==> src/rtl/hs_pkg.sv <==
// Package: shared state encodings for the two handshake agents.
// Assumes: nothing beyond IEEE 1800-2017 enums.
package hs_pkg;

    // Requester progress through one read transfer.
    typedef enum logic [1:0] {
        RQ_IDLE     = 2'd0,
        RQ_ADDR     = 2'd1,
        RQ_WAITDATA = 2'd2,
        RQ_ACKDATA  = 2'd3
    } req_state_t;

    // Responder progress through one read transfer.
    typedef enum logic [1:0] {
        RS_IDLE    = 2'd0,
        RS_GOTADDR = 2'd1,
        RS_SEND    = 2'd2,
        RS_CLOSE   = 2'd3
    } rsp_state_t;

endpackage

==> src/rtl/hs_sync.sv <==
// Module: multi-stage flop synchronizer for control lines entering a side.
// Assumes: STAGES >= 2; each bit is an independent level signal, so no
// multi-bit coherence is needed.
module hs_sync #(
    parameter int WIDTH  = 1,
    parameter int STAGES = 2
) (
    input  logic             clk,
    input  logic             rst_n,
    input  logic [WIDTH-1:0] d,
    output logic [WIDTH-1:0] q
);
    logic [WIDTH-1:0] chain [STAGES];

    // First stage samples the foreign signal.
    always_ff @(posedge clk) begin
        if (!rst_n) chain[0] <= '0;
        else        chain[0] <= d;
    end

    generate
        for (genvar g = 1; g < STAGES; g++) begin : g_stage
            // Each further stage resamples the previous one.
            always_ff @(posedge clk) begin
                if (!rst_n) chain[g] <= '0;
                else        chain[g] <= chain[g-1];
            end
        end
    endgenerate

    assign q = chain[STAGES-1];
endmodule

==> src/rtl/hs_requester.sv <==
// Module: requesting side of the read handshake. It accepts a local start,
// drives the address, waits for the word and closes the handshake.
// Assumes: ack_in and dr_in come from the other side and are synchronized
// here. bus_in is read only while the other side holds it steady.
module hs_requester
    import hs_pkg::*;
#(
    parameter int DATA_W = 16,
    parameter int ADDR_W = 4,
    parameter int STAGES = 2
) (
    input  logic              clk,
    input  logic              rst_n,
    input  logic              start,
    input  logic [ADDR_W-1:0] addr,
    output logic              busy,
    output logic              done,
    output logic [DATA_W-1:0] rdata,
    input  logic              ack_in,
    input  logic              dr_in,
    output logic              read_req,
    output logic              req_ack,
    output logic              drive,
    output logic [DATA_W-1:0] drive_data,
    input  logic [DATA_W-1:0] bus_in
);
    localparam int PAD_W = DATA_W - ADDR_W;

    req_state_t        state;
    logic [ADDR_W-1:0] addr_q;
    logic              ack_s;
    logic              dr_s;

    hs_sync #(.WIDTH(2), .STAGES(STAGES)) u_sync (
        .clk  (clk),
        .rst_n(rst_n),
        .d    ({ack_in, dr_in}),
        .q    ({ack_s, dr_s})
    );

    // Step the requester through address, wait, capture and close.
    always_ff @(posedge clk) begin
        if (!rst_n) begin
            state    <= RQ_IDLE;
            addr_q   <= '0;
            busy     <= 1'b0;
            done     <= 1'b0;
            rdata    <= '0;
            read_req <= 1'b0;
            req_ack  <= 1'b0;
            drive    <= 1'b0;
        end else begin
            done <= 1'b0;
            case (state)
                RQ_IDLE: begin
                    if (start) begin
                        addr_q   <= addr;
                        drive    <= 1'b1;
                        read_req <= 1'b1;
                        busy     <= 1'b1;
                        state    <= RQ_ADDR;
                    end
                end
                RQ_ADDR: begin
                    if (ack_s) begin
                        drive    <= 1'b0;
                        read_req <= 1'b0;
                        state    <= RQ_WAITDATA;
                    end
                end
                RQ_WAITDATA: begin
                    if (dr_s) begin
                        rdata   <= bus_in;
                        req_ack <= 1'b1;
                        state   <= RQ_ACKDATA;
                    end
                end
                RQ_ACKDATA: begin
                    if (!dr_s) begin
                        req_ack <= 1'b0;
                        busy    <= 1'b0;
                        done    <= 1'b1;
                        state   <= RQ_IDLE;
                    end
                end
                default: state <= RQ_IDLE;
            endcase
        end
    end

    // Address zero-extended onto the shared lines.
    assign drive_data = {{PAD_W{1'b0}}, addr_q};

    AST_START_IGNORED_BUSY: assert property (@(posedge clk) disable iff (!rst_n)
        (busy && start) |=> (addr_q == $past(addr_q)));
    AST_DONE_ONE_CYCLE: assert property (@(posedge clk) disable iff (!rst_n)
        done |=> !done);
    AST_RELEASE_ON_ACK: assert property (@(posedge clk) disable iff (!rst_n)
        $fell(read_req) |-> ack_s);
    AST_ACK_DROP_ON_DR_LOW: assert property (@(posedge clk) disable iff (!rst_n)
        $fell(req_ack) |-> !dr_s);
endmodule

==> src/rtl/hs_responder.sv <==
// Module: responding side, standing in for memory. It captures the address,
// looks it up in a register array filled at reset and returns the word.
// Assumes: rr_in and qack_in come from the other side and are synchronized
// here. An address with nonzero bits above ADDR_W reads as zero.
module hs_responder
    import hs_pkg::*;
#(
    parameter int DATA_W = 16,
    parameter int ADDR_W = 4,
    parameter int STAGES = 2
) (
    input  logic              clk,
    input  logic              rst_n,
    input  logic              rr_in,
    input  logic              qack_in,
    output logic              rsp_ack,
    output logic              data_rdy,
    output logic              drive,
    output logic [DATA_W-1:0] drive_data,
    input  logic [DATA_W-1:0] bus_in
);
    localparam int DEPTH = 1 << ADDR_W;

    rsp_state_t        state;
    logic [DATA_W-1:0] addr_q;
    logic [DATA_W-1:0] mem [DEPTH];
    logic              rr_s;
    logic              qack_s;

    // Seed pattern for array entry i.
    function automatic logic [DATA_W-1:0] seed_word(input int i);
        return DATA_W'(i * 32'h1357 + 32'h00A5);
    endfunction

    hs_sync #(.WIDTH(2), .STAGES(STAGES)) u_sync (
        .clk  (clk),
        .rst_n(rst_n),
        .d    ({rr_in, qack_in}),
        .q    ({rr_s, qack_s})
    );

    // Fill the register array at reset, and hold it afterwards.
    always_ff @(posedge clk) begin
        if (!rst_n) begin
            for (int i = 0; i < DEPTH; i++) mem[i] <= seed_word(i);
        end
    end

    // Step the responder through capture, return and close.
    always_ff @(posedge clk) begin
        if (!rst_n) begin
            state      <= RS_IDLE;
            addr_q     <= '0;
            rsp_ack    <= 1'b0;
            data_rdy   <= 1'b0;
            drive      <= 1'b0;
            drive_data <= '0;
        end else begin
            case (state)
                RS_IDLE: begin
                    if (rr_s) begin
                        addr_q  <= bus_in;
                        rsp_ack <= 1'b1;
                        state   <= RS_GOTADDR;
                    end
                end
                RS_GOTADDR: begin
                    if (!rr_s) begin
                        rsp_ack    <= 1'b0;
                        drive_data <= (addr_q[DATA_W-1:ADDR_W] == '0) ?
                                      mem[addr_q[ADDR_W-1:0]] : '0;
                        drive      <= 1'b1;
                        data_rdy   <= 1'b1;
                        state      <= RS_SEND;
                    end
                end
                RS_SEND: begin
                    if (qack_s) begin
                        drive    <= 1'b0;
                        data_rdy <= 1'b0;
                        state    <= RS_CLOSE;
                    end
                end
                RS_CLOSE: begin
                    if (!qack_s) state <= RS_IDLE;
                end
                default: state <= RS_IDLE;
            endcase
        end
    end

    AST_DR_AFTER_REQ_LOW: assert property (@(posedge clk) disable iff (!rst_n)
        $rose(data_rdy) |-> !rr_s);
    AST_ACK_HELD_WHILE_REQ: assert property (@(posedge clk) disable iff (!rst_n)
        (rsp_ack && rr_s) |=> rsp_ack);
    AST_ACK_AFTER_REQ: assert property (@(posedge clk) disable iff (!rst_n)
        $rose(rsp_ack) |-> rr_s);
endmodule

==> src/rtl/hs_bus_resolver.sv <==
// Module: merges the two enabled drivers into the value seen on the shared
// lines. An undriven bus reads as zero.
// Assumes: at most one enable is high; the top-level check guards this.
module hs_bus_resolver #(
    parameter int DATA_W = 16
) (
    input  logic              en_a,
    input  logic [DATA_W-1:0] data_a,
    input  logic              en_b,
    input  logic [DATA_W-1:0] data_b,
    output logic [DATA_W-1:0] bus
);
    // OR of the gated drivers, as a wired bus would settle.
    always_comb begin
        bus = (en_a ? data_a : '0) | (en_b ? data_b : '0);
    end
endmodule

==> src/rtl/async_read_link.sv <==
// Module: top level of the handshake read link. It connects the requester,
// the responder and the bus resolver, and brings the protocol lines out.
// Assumes: DATA_W > ADDR_W; both sides share clk here, but neither relies
// on that, because every control crossing is synchronized.
module async_read_link #(
    parameter int DATA_W = 16,
    parameter int ADDR_W = 4,
    parameter int STAGES = 2
) (
    input  logic              clk,
    input  logic              rst_n,
    input  logic              start,
    input  logic [ADDR_W-1:0] addr,
    output logic              busy,
    output logic              done,
    output logic [DATA_W-1:0] rdata,
    output logic              read_req,
    output logic              rsp_ack,
    output logic              data_rdy,
    output logic              req_ack,
    output logic              req_drive,
    output logic              rsp_drive,
    output logic [DATA_W-1:0] bus_data
);
    logic [DATA_W-1:0] req_out;
    logic [DATA_W-1:0] rsp_out;

    hs_requester #(.DATA_W(DATA_W), .ADDR_W(ADDR_W), .STAGES(STAGES)) u_req (
        .clk       (clk),
        .rst_n     (rst_n),
        .start     (start),
        .addr      (addr),
        .busy      (busy),
        .done      (done),
        .rdata     (rdata),
        .ack_in    (rsp_ack),
        .dr_in     (data_rdy),
        .read_req  (read_req),
        .req_ack   (req_ack),
        .drive     (req_drive),
        .drive_data(req_out),
        .bus_in    (bus_data)
    );

    hs_responder #(.DATA_W(DATA_W), .ADDR_W(ADDR_W), .STAGES(STAGES)) u_rsp (
        .clk       (clk),
        .rst_n     (rst_n),
        .rr_in     (read_req),
        .qack_in   (req_ack),
        .rsp_ack   (rsp_ack),
        .data_rdy  (data_rdy),
        .drive     (rsp_drive),
        .drive_data(rsp_out),
        .bus_in    (bus_data)
    );

    hs_bus_resolver #(.DATA_W(DATA_W)) u_bus (
        .en_a  (req_drive),
        .data_a(req_out),
        .en_b  (rsp_drive),
        .data_b(rsp_out),
        .bus   (bus_data)
    );

    AST_ONE_DRIVER: assert property (@(posedge clk) disable iff (!rst_n)
        !(req_drive && rsp_drive));
endmodule

==> config.mk <==
export PLATFORM = sky130hd
export DESIGN_NAME = async_read_link
export DESIGN_NICKNAME = d
export VERILOG_FILES = /design/src/rtl/hs_pkg.sv /design/src/rtl/hs_sync.sv /design/src/rtl/hs_requester.sv /design/src/rtl/hs_responder.sv /design/src/rtl/hs_bus_resolver.sv /design/src/rtl/async_read_link.sv
export SDC_FILE = /design/constraint.sdc
export NUM_CORES = 1
export LEC_CHECK = 0
export ABC_AREA = 0
export BUFFER_PORTS_ARGS = -buffer_cell sky130_fd_sc_hd__buf_2
export CAP_MARGIN = 20
export CORE_UTILIZATION = 55
export CTS_CLUSTER_DIAMETER = 40
export DETAILED_ROUTE_END_ITERATION = 10
export PLACE_DENSITY = 0.75
export SLEW_MARGIN = 20
export SYNTH_ARGS = -nofsm -noshare
export SYNTH_HDL_FRONTEND = slang
export SYNTH_SLANG_ARGS = --single-unit
==> constraint.sdc <==
create_clock -name clk -period 2.1 [get_ports clk]
set_input_delay 0.21 -clock clk [delete_from_list [all_inputs] [get_ports clk]]
set_output_delay 0.21 -clock clk [all_outputs]
set_load 0.01 [all_outputs]
==> flow_metrics.env, run 1 <==
export IMPL_mappedNetlistNets=394
export IMPL_ff_latch_area_sq_mm=0.00142
export IMPL_intPower_mw=2.76
export IMPL_p_total_mw=4.05
export IMPL_antenna_left=0
export IMPL_clk_pin_slew_ps=70
export IMPL_cts_setup_buffers=0
export IMPL_path_buf_inv=1
export IMPL_crit_fanout=8
export IMPL_cts_tree="yes"
export IMPL_path_cells="inv_1 > ha_1 > mux4_1 > o21ai_0 > and2_1"
export IMPL_clk_latency_ps=350
export IMPL_worst_ep_required_time_ps=2390
export IMPL_vias=2536
export IMPL_root_buffer="clkbuf_8"
export IMPL_synthCells=369
export IMPL_worstHoldStart="addr[1]"
export IMPL_finalMaxSlewViolations=0
export IMPL_grt_usage=0.218
export IMPL_crit_path_start_kind="flip-flop"
export IMPL_avgRoutedWirePerCell_um=13.1
export IMPL_powerDensity_mw_per_mm2=1060
export IMPL_min_path_type="primary input to flip-flop"
export IMPL_initial_utilization=0.587
export IMPL_nNetsFinal=430
export IMPL_cp_arrival_ps=2160
export IMPL_grt_pass1_vias=2361
export IMPL_htreeDepth=3
export IMPL_crit_family="multiplexers"
export IMPL_fp_dieArea_sq_mm=0.00637
export IMPL_fin_ws_ps=232
export IMPL_avgSynthCellArea_sq_um=9.03
export IMPL_ys_ff_latch=71
export IMPL_yosysSeqAreaShare=0.427
export IMPL_die_x_um=79.8
export IMPL_cts_buffer_depth=2
export IMPL_fin_tns_setup_ps=0
export IMPL_die_h_um=79.8
export IMPL_slowest_delay_ps=510
export IMPL_rsz0062_at_grt="false"
export IMPL_core_area_sq_mm=0.00568
export IMPL_final_core_util=0.670
export IMPL_pwr_share_seq=0.417
export IMPL_grt_pass1_wl_mm=10.7
export IMPL_cts_resized_gates=0
export IMPL_std_cell_rows=27
export IMPL_maxCapViolCount=0
export IMPL_port_buffers=46
export IMPL_multi_input_area_sq_mm=0.00171
export IMPL_synth_area_sq_mm=0.00333
export IMPL_pre_cts_slack_ps=240
export IMPL_pwr_share_comb=0.253
export IMPL_hold_violations=0
export IMPL_post_route_period_util=0.889
export IMPL_p_leak_nw=1.70
export IMPL_outcome="finished clean"
export IMPL_syn_to_final_growth_pct=14.2
export IMPL_diodes=0
export IMPL_critical_path_class="flip-flop to flip-flop"
export IMPL_yosys_warnings=0
export IMPL_p_sw_frac=0.317
export IMPL_first_iter_violations=103
export IMPL_finClkSkew_ps=5.61
export IMPL_wl_met2_mm=3.04
export IMPL_power_switching_mw=1.28
export IMPL_cp_slowest_cell="mux4_1"
export IMPL_routed_wl_mm=6.30
export IMPL_pwr_share_clk=0.330
export IMPL_ir_worst_vdd_uv=647
export IMPL_ys_types=40
export IMPL_slew_limit_headroom=0.573
export IMPL_drt_first_pass_iters=4
export IMPL_top_layer="met4"
export IMPL_met3_length_um=281
export IMPL_via_per_inst=5.26
export IMPL_drive_gt1_frac=0.193
export IMPL_hpwl_mm=4.40
export IMPL_remaining_drc_errors=0
export IMPL_worst_pin_slew_ps=640
export IMPL_ioPinCount=47
export IMPL_cts_hold_buf=0
export IMPL_gr_total_overflow=0
export IMPL_grt_start_max_net_pins=37
export IMPL_fill_cells=458
export IMPL_gp_congestion=0.825
export IMPL_cts_sinks=71
export IMPL_post_route_min_period_ps=1870
export IMPL_antenna_found_initial=0
export IMPL_cts_buffers=9
export IMPL_wirelength_met1_mm=2.92
export IMPL_fmax_mhz=535
export IMPL_finalSetupViolations=0
export IMPL_worstSetupEndpointType="flip-flop"
==> tightest hold or removal path, cell delays in order <==
cell	delay, ps
buf_2	100
nand3_1	50
a21boi_0	70
==> flip-flops by register name (all words and copies together), names as in the netlist, named ones only <==
name,count
u_req.drive,1
u_req.busy,1
u_rsp.rsp_ack,1
u_rsp.state,2
u_req.addr_q,4
u_req.done,1
u_req.state,2
u_rsp.drive_data,15
u_rsp.addr_q,15
u_rsp.data_rdy,1
u_req.u_sync.chain,4
u_rsp.u_sync.chain,4
u_req.req_ack,1
u_req.rdata,15
==> placed cells by master, fill, tap and decap left out, drive strengths merged <==
cell | synthesis | final
and4 | 1 | 1
dfxtp | 71 | 71
nand3 | 6 | 6
and3b | 2 | 2
mux4 | 2 | 2
nor3 | 1 | 1
mux2i | 8 | 8
bufinv | 0 | 3
xor2 | 1 | 1
o21a | 1 | 1
inv | 13 | 14
a21boi | 34 | 34
a21oi | 6 | 6
nor2b | 10 | 10
nand4 | 1 | 1
nor3b | 1 | 1
buf | 17 | 52
o211ai | 4 | 4
ha | 18 | 18
nor4 | 2 | 2
o21ai | 14 | 14
nand2b | 5 | 5
and2 | 29 | 29
clkbuf | 10 | 11
o2bb2ai | 1 | 1
nand3b | 1 | 1
o311a | 2 | 2
clkinv | 0 | 1
xnor2 | 1 | 1
o211a | 9 | 9
a211oi | 3 | 3
nor2 | 8 | 8
a22oi | 7 | 7
nand2 | 80 | 80
==> power by group through the flow <==
stage	registers [mW]	logic [mW]	clock network [mW]
3_3_place_gp	1.70	1.00	0
2_1_floorplan	1.66	0.851	0
6_report	1.69	1.02	1.33
4_1_cts	1.69	1.03	1.36
3_5_place_dp	1.71	1.02	0
5_1_grt	1.71	1.17	1.41
==> per-stage QoR <==
step	hold slack, ps	cell area (sq um)	instances
final	122	3800	482
after global placement	415	3560	466
after CTS	117	3800	482
after global routing	132	3800	482
after floorplan	366	3330	369
after detailed placement	425	3560	466
==> area by class of cell <==
| cell class | instances | share of cell area |
|---|---|---|
| Multi-Input combinational cell | 258 | 0.450 |
| Timing Repair Buffer | 52 | 0.0757 |
| Clock buffer | 11 | 0.0372 |
| Sequential cell | 71 | 0.374 |
| Tap cell | 72 | 0.0237 |
| Inverter | 13 | 0.0128 |
| Clock inverter | 5 | 0.0273 |
==> Yosys cell counts (all sizes together) <==
cell / count / area share
a211oi: 3 / 0.0068
a21boi: 34 / 0.081
a21oi: 6 / 0.0090
a22oi: 7 / 0.016
and2: 29 / 0.054
and3b: 2 / 0.0053
and4: 1 / 0.0026
buf: 17 / 0.034
clkbuf: 10 / 0.012
dfxtp: 71 / 0.43
ha: 18 / 0.068
inv: 13 / 0.015
mux2i: 8 / 0.024
mux4: 2 / 0.015
nand2: 80 / 0.090
nand2b: 5 / 0.0094
nand3: 6 / 0.0090
nand3b: 1 / 0.0023
nand4: 1 / 0.0019
nor2: 8 / 0.0090
nor2b: 10 / 0.019
nor3: 1 / 0.0015
nor3b: 1 / 0.0023
nor4: 2 / 0.0075
o211a: 9 / 0.027
o211ai: 4 / 0.015
o21a: 1 / 0.0023
o21ai: 14 / 0.022
o2bb2ai: 1 / 0.0026
o311a: 2 / 0.0060
xnor2: 1 / 0.0026
xor2: 1 / 0.0026
==> worst paths after layout <==
check,to,slack [ps],cells past startpoint
worst max-delay path,u_rsp.drive_data[11],230,5
worst min-delay path,u_req.addr_q[1],120,3
worst max register to register,u_rsp.drive_data[11],230,5
worst min register to register,u_req.u_sync.chain[1][1],440,1
==> per-layer routing <==
metal / up-vias / global-route usage
met5: - / 0
met1: 1187 / 0.260
met2: 49 / 0.366
met3: 6 / 0.0754
li1: 1294 / -
met4: 0 / 0.0696
==> kinds of logic after synthesis <==
| group | Yosys count | share of synthesized area |
|---|---|---|
| adders and majority gates | 18 | 0.0676 |
| xor gates and xnor gates | 2 | 0.00526 |
| DFF | 71 | 0.427 |
| buffers and inverters | 40 | 0.0601 |
| muxes | 10 | 0.0387 |
| AOI/OAI and AO/OA | 81 | 0.188 |
| and+or+nand+nor | 147 | 0.214 |
(Power assumes the default switching activity.)
==> run 2, diff against run 1 <==
Settings changed: CORE_UTILIZATION 55 to 57, PLACE_DENSITY 0.75 to 0.77.
==> flow_metrics.env, run 2 (synthesized netlist as in run 1, its figures left out) <==
export IMPL_drt_first_pass_iters=4
export IMPL_cts_sinks=71
export IMPL_ioPinCount=47
export IMPL_grt_start_max_net_pins=35
export IMPL_outcome="finished clean"
export IMPL_p_total_mw=4.07
export IMPL_first_iter_violations=102
export IMPL_cts_buffers=9
export IMPL_fin_tns_setup_ps=0
export IMPL_grt_pass1_vias=2363
export IMPL_htreeDepth=3
export IMPL_die_x_um=78.5
export IMPL_syn_to_final_growth_pct=14.5
export IMPL_root_buffer="clkbuf_8"
export IMPL_slew_limit_headroom=0.571
export IMPL_initial_utilization=0.598
export IMPL_post_route_min_period_ps=1880
export IMPL_cp_slowest_cell="mux4_1"
export IMPL_finClkSkew_ps=5.51
export IMPL_fin_ws_ps=221
export IMPL_worst_ep_required_time_ps=2380
export IMPL_ir_worst_vdd_uv=808
export IMPL_path_buf_inv=1
export IMPL_gr_total_overflow=0
export IMPL_layout_commonest_cell="nand2_1"
export IMPL_remaining_drc_errors=0
export IMPL_core_area_sq_mm=0.00557
export IMPL_worst_pin_slew_ps=642
export IMPL_fp_dieArea_sq_mm=0.00616
export IMPL_worstSetupEndpointType="flip-flop"
export IMPL_reg2reg_slack_ps=220
export IMPL_crit_family="multiplexers"
export IMPL_grt_pass1_wl_mm=10.9
export IMPL_routed_wl_mm=6.48
export IMPL_hold_violations=0
export IMPL_reg_largest_list="u_req.rdata (15), u_rsp.addr_q (15), u_rsp.drive_data (15)"
export IMPL_critical_path_class="flip-flop to flip-flop"
export IMPL_cts_tree="yes"
export IMPL_clk_latency_ps=340
export IMPL_antenna_found_initial=0
export IMPL_nNetsFinal=430
export IMPL_place_inst=466
export IMPL_cp_arrival_ps=2160
export IMPL_crit_fanout=8
export IMPL_antenna_left=0
export IMPL_vias=2524
export IMPL_clk_pin_slew_ps=70
export IMPL_finalSetupViolations=0
export IMPL_cts_setup_buffers=0
export IMPL_cts_buffer_depth=2
export IMPL_rsz0062_at_grt="false"
export IMPL_cts_hold_buf=0
export IMPL_drive_gt1_frac=0.195
export IMPL_instances_no_fill=482
export IMPL_path_cells="inv_1 > ha_1 > mux4_1 > o21ai_0 > and2_1"
export IMPL_crit_path_start_kind="flip-flop"
export IMPL_gp_congestion=0.909
export IMPL_diodes=0
export IMPL_hpwl_mm=4.43
export IMPL_maxCapViolCount=0
export IMPL_die_h_um=78.5
export IMPL_reg2reg_to="u_rsp.drive_data[11]"
export IMPL_port_buffers=46
export IMPL_cp_depth=5
export IMPL_min_path_type="primary input to flip-flop"
export IMPL_powerDensity_mw_per_mm2=1070
export IMPL_post_route_period_util=0.895
export IMPL_std_cell_rows=27
export IMPL_pre_cts_slack_ps=263
export IMPL_cts_resized_gates=0
export IMPL_endpoint="u_rsp.drive_data[11]"
export IMPL_grt_usage=0.229
export IMPL_slowest_delay_ps=500
export IMPL_finalMaxSlewViolations=0
export IMPL_via_per_inst=5.24
export IMPL_avgRoutedWirePerCell_um=13.4
export IMPL_layout_common_cells="nand2_1, dfxtp_1, buf_2"
export IMPL_fmax_mhz=532
export IMPL_p_leak_nw=1.70
export IMPL_holdWs_ps=133
export IMPL_r2r_cells=5
run 2: layout make-up:
type,instances,area [sq um]
fill,450,1760
multi-input combinational,258,1710
timing repair buffer,52,288
clock buffer,11,151
sequential,71,1420
tap,72,90.1
clock inverter,5,104
inverter,13,48.8
run 2: power by group:
part / internal [mW] / leakage (nW) / total (mW) / switching [mW]
Clock: 0.854 / 0.130 / 1.36 / 0.502
Sequential: 1.51 / 0.576 / 1.67 / 0.158
Combinational: 0.426 / 0.997 / 1.05 / 0.620
Total: 2.79 / 1.70 / 4.07 / 1.28
run 2: per-stage QoR:
step	utilization	instance area (sq um)
floorplan	-	3330
global placement	0.638	3560
detailed placement	0.638	3560
CTS	0.684	3810
global route	0.684	3810
finish	0.684	3810
run 2: worst min path at each step:
stage | end | depth (start not counted) | slack, ps | from
detailed placement | u_rsp.u_sync.chain[1][1] | 1 | 420 | u_rsp.u_sync.chain[0][1]
finish | u_req.addr_q[2] | 3 | 130 | addr[2]
floorplan | u_req.addr_q[0] | 2 | 370 | addr[0]
global placement | u_req.u_sync.chain[1][1] | 1 | 410 | u_req.u_sync.chain[0][1]
global route | u_req.addr_q[2] | 3 | 130 | addr[2]
CTS | u_req.addr_q[2] | 3 | 120 | addr[2]
run 2: worst reg2reg max path, cell delays in order, from the launching register on:
cell     delay [ps]
dfxtp_1         480
inv_1           180
ha_1            410
mux4_1          500
o21ai_0         130
and2_1          130
run 2: metal layers:
metal	global-route usage	wire [um]	share of wire	vias up
met3	0.0547	273	0.042	8
met5	0	0	0	-
met2	0.382	3080	0.48	50
li1	-	-	-	1299
met1	0.284	3030	0.47	1167
met4	0.0889	89	0.014	0
